--- src/rtl/sap_seq_pkg.sv ---
package sap_seq_pkg;
  localparam int SEQ_STATES = 6;
  localparam int OP_W       = 4;
  localparam int CW_W       = 12;

  // control word bit positions
  localparam int CW_PC_INC      = 11;
  localparam int CW_PC_DRIVE    = 10;
  localparam int CW_ADDR_LOAD_N = 9;
  localparam int CW_MEM_DRIVE_N = 8;
  localparam int CW_IR_LOAD_N   = 7;
  localparam int CW_IR_DRIVE    = 6;
  localparam int CW_ACC_LOAD_N  = 5;
  localparam int CW_ACC_DRIVE   = 4;
  localparam int CW_ALU_SUB     = 3;
  localparam int CW_ALU_DRIVE   = 2;
  localparam int CW_B_LOAD_N    = 1;
  localparam int CW_OUT_LOAD_N  = 0;

  // idle word: every active-low line at its inactive (high) level
  localparam logic [CW_W-1:0] CW_IDLE =
      (CW_W'(1) << CW_ADDR_LOAD_N) | (CW_W'(1) << CW_MEM_DRIVE_N) |
      (CW_W'(1) << CW_IR_LOAD_N)   | (CW_W'(1) << CW_ACC_LOAD_N)  |
      (CW_W'(1) << CW_B_LOAD_N)    | (CW_W'(1) << CW_OUT_LOAD_N);

  localparam logic [OP_W-1:0] OPC_LOAD = 4'h0;
  localparam logic [OP_W-1:0] OPC_ADD  = 4'h1;
  localparam logic [OP_W-1:0] OPC_SUB  = 4'h2;
  localparam logic [OP_W-1:0] OPC_OUT  = 4'hE;
  localparam logic [OP_W-1:0] OPC_HALT = 4'hF;

  typedef enum logic [2:0] {
    INS_LOAD,
    INS_ADD,
    INS_SUB,
    INS_OUT,
    INS_HALT,
    INS_NOP
  } ins_e;
endpackage

--- src/rtl/sap_ring_timer.sv ---
module sap_ring_timer #(
  parameter int N = 6
) (
  input  logic         clk,
  input  logic         rst_n,
  input  logic         adv,
  output logic [N-1:0] state
);
  localparam logic [N-1:0] FIRST = N'(1);

  logic [N-1:0] state_nxt;

  // rotate by one position: the last state wraps to the first
  assign state_nxt[0] = state[N-1];
  for (genvar i = 1; i < N; i++) begin : g_rot
    assign state_nxt[i] = state[i-1];
  end

  always_ff @(posedge clk or negedge rst_n) begin
    if (!rst_n) begin
      state <= FIRST;
    end else if (adv) begin
      state <= state_nxt;
    end
  end
endmodule

--- src/rtl/sap_op_decode.sv ---
module sap_op_decode
  import sap_seq_pkg::*;
(
  input  logic [OP_W-1:0] opcode,
  output ins_e            ins
);
  always_comb begin
    unique case (opcode)
      OPC_LOAD: ins = INS_LOAD;
      OPC_ADD:  ins = INS_ADD;
      OPC_SUB:  ins = INS_SUB;
      OPC_OUT:  ins = INS_OUT;
      OPC_HALT: ins = INS_HALT;
      default:  ins = INS_NOP;
    endcase
  end
endmodule

--- src/rtl/sap_ctrl_encode.sv ---
module sap_ctrl_encode
  import sap_seq_pkg::*;
(
  input  logic [SEQ_STATES-1:0] state,
  input  ins_e                  ins,
  input  logic                  frozen,
  output logic [CW_W-1:0]       cw
);
  always_comb begin
    cw = CW_IDLE;
    if (!frozen) begin
      // fetch: identical for every instruction
      if (state[0]) begin
        cw[CW_PC_DRIVE]    = 1'b1;
        cw[CW_ADDR_LOAD_N] = 1'b0;
      end
      if (state[1]) begin
        cw[CW_PC_INC] = 1'b1;
      end
      if (state[2]) begin
        cw[CW_MEM_DRIVE_N] = 1'b0;
        cw[CW_IR_LOAD_N]   = 1'b0;
      end
      // execute
      if (state[3]) begin
        if (ins == INS_LOAD || ins == INS_ADD || ins == INS_SUB) begin
          cw[CW_IR_DRIVE]    = 1'b1;
          cw[CW_ADDR_LOAD_N] = 1'b0;
        end else if (ins == INS_OUT) begin
          cw[CW_ACC_DRIVE]  = 1'b1;
          cw[CW_OUT_LOAD_N] = 1'b0;
        end
      end
      if (state[4]) begin
        if (ins == INS_LOAD) begin
          cw[CW_MEM_DRIVE_N] = 1'b0;
          cw[CW_ACC_LOAD_N]  = 1'b0;
        end else if (ins == INS_ADD || ins == INS_SUB) begin
          cw[CW_MEM_DRIVE_N] = 1'b0;
          cw[CW_B_LOAD_N]    = 1'b0;
        end
      end
      if (state[5]) begin
        if (ins == INS_ADD || ins == INS_SUB) begin
          cw[CW_ALU_DRIVE]  = 1'b1;
          cw[CW_ACC_LOAD_N] = 1'b0;
          cw[CW_ALU_SUB]    = (ins == INS_SUB);
        end
      end
    end
  end
endmodule

--- src/rtl/sap_sequencer.sv ---
module sap_sequencer
  import sap_seq_pkg::*;
#(
  parameter int SYNC_STAGES = 2
) (
  input  logic            clk,
  input  logic            rst_n,
  input  logic [OP_W-1:0] opcode,
  output logic [CW_W-1:0] ctrl_word,
  output logic            halt
);
  localparam int EXEC_FIRST = 3;  // index of T4 in the ring

  // reset: asserted at once, released after SYNC_STAGES edges
  logic [SYNC_STAGES-1:0] sync_q;
  logic                   rst_sync_n;

  always_ff @(posedge clk or negedge rst_n) begin
    if (!rst_n) begin
      sync_q <= '0;
    end else begin
      sync_q <= {sync_q[SYNC_STAGES-2:0], 1'b1};
    end
  end
  assign rst_sync_n = sync_q[SYNC_STAGES-1];

  logic [SEQ_STATES-1:0] state_oh;
  ins_e                  ins;
  logic                  halt_now;
  logic                  halted_q;
  logic                  halted_nxt;
  logic                  ring_adv;

  sap_op_decode u_dec (
    .opcode (opcode),
    .ins    (ins)
  );

  assign halt_now = state_oh[EXEC_FIRST] && (ins == INS_HALT);
  assign halt     = halt_now || halted_q;
  assign ring_adv = !halt;

  sap_ring_timer #(.N(SEQ_STATES)) u_ring (
    .clk   (clk),
    .rst_n (rst_sync_n),
    .adv   (ring_adv),
    .state (state_oh)
  );

  // sticky halt: next-state and register processes
  always_comb begin
    halted_nxt = halted_q || halt_now;
  end

  always_ff @(posedge clk or negedge rst_sync_n) begin
    if (!rst_sync_n) begin
      halted_q <= 1'b0;
    end else begin
      halted_q <= halted_nxt;
    end
  end

  sap_ctrl_encode u_enc (
    .state  (state_oh),
    .ins    (ins),
    .frozen (halt),
    .cw     (ctrl_word)
  );
endmodule


--- config.mk ---
export PLATFORM = sky130hd
export DESIGN_NAME = sap_sequencer
export DESIGN_NICKNAME = d
export VERILOG_FILES = /design/src/rtl/sap_seq_pkg.sv /design/src/rtl/sap_ring_timer.sv /design/src/rtl/sap_op_decode.sv /design/src/rtl/sap_ctrl_encode.sv /design/src/rtl/sap_sequencer.sv
export SDC_FILE = /design/constraint.sdc
export NUM_CORES = 1
export LEC_CHECK = 0
export ABC_AREA = 1
export BUFFER_PORTS_ARGS = -buffer_cell sky130_fd_sc_hd__buf_2
export CORE_AREA = 2 2 39 41
export CTS_BUF_LIST = sky130_fd_sc_hd__clkbuf_8
export DETAILED_ROUTE_END_ITERATION = 7
export DIE_AREA = 0 0 41 43
export MAX_ROUTING_LAYER = met4
export PLACE_DENSITY = 0.7
export SLEW_MARGIN = 10
export SYNTH_ARGS = -nofsm -noshare
export SYNTH_HDL_FRONTEND = slang
export SYNTH_SLANG_ARGS = --single-unit
export TNS_END_PERCENT = 100
--- constraint.sdc ---
create_clock -name clk -period 2.15 [get_ports clk]
set_input_delay 0.1075 -clock clk [delete_from_list [all_inputs] [get_ports clk]]
set_output_delay 0.1075 -clock clk [all_outputs]
set_load 0.05 [all_outputs]
==> out/results.ini <==
[detailed_routing]
met1Wirelength_microns = 445
dr.first_iter.drc_count = 6
routed_wl_microns = 954
routedWlPerCell_microns = 9.45
drc_errors = 0
ant_nets = 0
viasPerCell = 4.52
drt_pre_antenna_iters = 4
route.met2.wl_microns = 438
via_count = 457
topRoutingLayerUsed = met3
wl_met3_microns = 70

[synthesis]
synthTopCellsByCount = 14 x nand2_1, 9 x inv_1, 8 x dfrtp_1, 8 x nor2_1, 4 x o21ai_0
seq_area_frac_synth = 0.471
synth_top_area_share = 0.417
synth.most_common_cell = nand2_1
synthXorXnorAreaFrac = 0
ys_types = 16
muxShareOfSynthArea = 0
synth_top_family_by_area = simple AND/OR/NAND/NOR gates
synth_seq_cells = 9
synth_fp_nets = 68
yosys-top-cells-area = dfrtp_1 42%, nand2_1 11%, inv_1 7.0%, nor2_1 6.3%, dfstp_2 5.5%
postSynthAreaPerCell_sq_um = 7.75
synth_fa_ha_area_frac = 0
yosysWarnings = 0
async_reset_ff_frac = 1.00
synth_edf_count = 0
netlist_area_sq_um = 480
syn_inst = 62
synth_largest_area_cell = dfrtp_1
synth_compound_area_frac = 0.120
synth_flop_cell = dfrtp_1
synthSimpleGateAreaFrac = 0.315

[cts]
cts_setup_buffers = 0
cts-root-buf = clkbuf_8
clk_latency_ns = 0.23
cts.sinks = 9
cts_tree = built
cts_buffers = 3
cts_htree_levels = 1
clockBufferDepth = 2
clk_pin_slew_ns = 0.04

[final_layout]
stdcell_area_sq_um = 646
nets = 92
layout-drive-gt1-share = 0.353
num_antenna_cells = 0
area_growth_pct = 34.4

[setup_path]
cpPeakStageDelay_ns = 0.39
cp_slowest_cell = dfrtp_1
cp-end-kind = output port
critical-path-top-delay-family = flip-flops
cp-start-kind = register
cp_num_buf_inv = 2
path_max_fanout = 10
crit_path_start = u_ring.state[3]$_DFFE_PN0N_
crit_required_ns = 2.04
r2r_start = u_ring.state[3]$_DFFE_PN0N_
crit_path_frequent_cell = nand2_1
path_cells = nand2_1, inv_2, a21oi_4, nand2_1, nor2_1, buf_2
crit_type = reg -> out
worstPathArrival_ns = 1.50

[placement]
place_hpwl_microns = 780
gp_congestion = 0.685
place_area_sq_um = 591
portBuffers = 18

[global_routing]
grt_pass1_wl_mm = 1.55
grt-ovfl-total = 0
grt_pass1_vias = 397
grt_max_degree = 11
track_usage = 0.134
antenna_found_initial = 0

[timing]
worst_hold_slack_ns = 0.108
period_share = 0.749
final_max_slew_viol_count = 0
hold_viol_final = 0
fmax_mhz = 621
rsz0062_at_grt = no
finClkSkew_ns = 0.00207
final.min_clock_period_ns = 1.61
setup_viol = 0
finalSetupTns_ns = 0

[pwr]
irDropWorstVdd_mv = 0.347
p_per_area_mw_per_mm2 = 588
p_leak_nw = 0.309

[run_status]
status = finished, final reports clean

[floorplanning]
die_y_microns = 43
rows = 14
dieArea_sq_mm = 0.00176
chipWidth_microns = 41
core_area_sq_mm = 0.00138
initial_core_util = 0.347
io_pins = 19

[job]
maxCapViolCount = 0

[min_path]
hold_path.class = reg -> async

[logic make-up (layout without fill, tap and decap cells)]
logic type,after synthesis,count (layout)
and+or+nand+nor,32,32
buffers and inverters,11,34
AOI/OAI and AO/OA,9,9
DFF,9,9
other,1,1
[report_power, final]
part / internal (mW) / total (mW) / switching, mW
Sequential: 0.172 / 0.175 / 0.00264
Clock: 0.124 / 0.186 / 0.0623
Combinational: 0.00736 / 0.0186 / 0.0112
[routing by layer]
metal,up-vias,track usage
met5,-,-
met4,0,0.100
met2,17,0.197
met3,0,0.0157
met1,203,0.158
li1,237,-
[stage by stage]
step                instances  utilization  setup WS, ns  total power [mW]
CTS                       101        0.467         0.523             0.388
global route              101        0.467         0.417             0.394
global placement           96        0.427         0.793             0.194
detailed placement         96        0.427         0.773             0.194
floorplan                  62            -         0.464             0.185
finish                    101        0.467         0.539             0.380
[state kept, by name, summed over array words and instances, names as in the netlist]
signal,cells
u_ring.state,6
sync_q,2
halted_q,1
[cell type report]
cell class / count / area, sq um
tap: 16 / 20.0
multi-input combinational: 42 / 213
clock buffer: 3 / 41.3
sequential: 9 / 226
fill: 148 / 738
inverter: 11 / 41.3
clock inverter: 1 / 3.75
timing repair buffer: 19 / 100
[timing repair]
item                      in CTS  in global routing
hold buffers                   1                  0
hold endpoints to repair       2                  0
resized for setup              0                  0
[cells in the final DEF (no fill, tap or decap), drive strengths merged]
master       instances
dfstp                1
conb                 1
buf                 18
nand3                3
nand4                2
a21oi                1
o21ai                7
o22ai                1
clkbuf               3
inv                 12
dlygate4sd3          1
nand2               18
dfrtp                8
nor2                 9
[worst paths after layout]
kind,endpoint,slack (ns),cells after the start
worst max-delay path,ctrl_word[6],0.54,6
worst min-delay path,u_ring.state[5]$_DFFE_PN0N_,0.11,0
min in group clk,halted_q$_DFF_PN0_,0.33,5
max in group asynchronous,u_ring.state[0]$_DFFE_PN1N_,1.77,0
worst min register to register,u_ring.state[5]$_DFFE_PN0N_,0.11,0
worst max register to register,u_ring.state[4]$_DFFE_PN0N_,1.05,5
(Power assumes the default switching activity.)
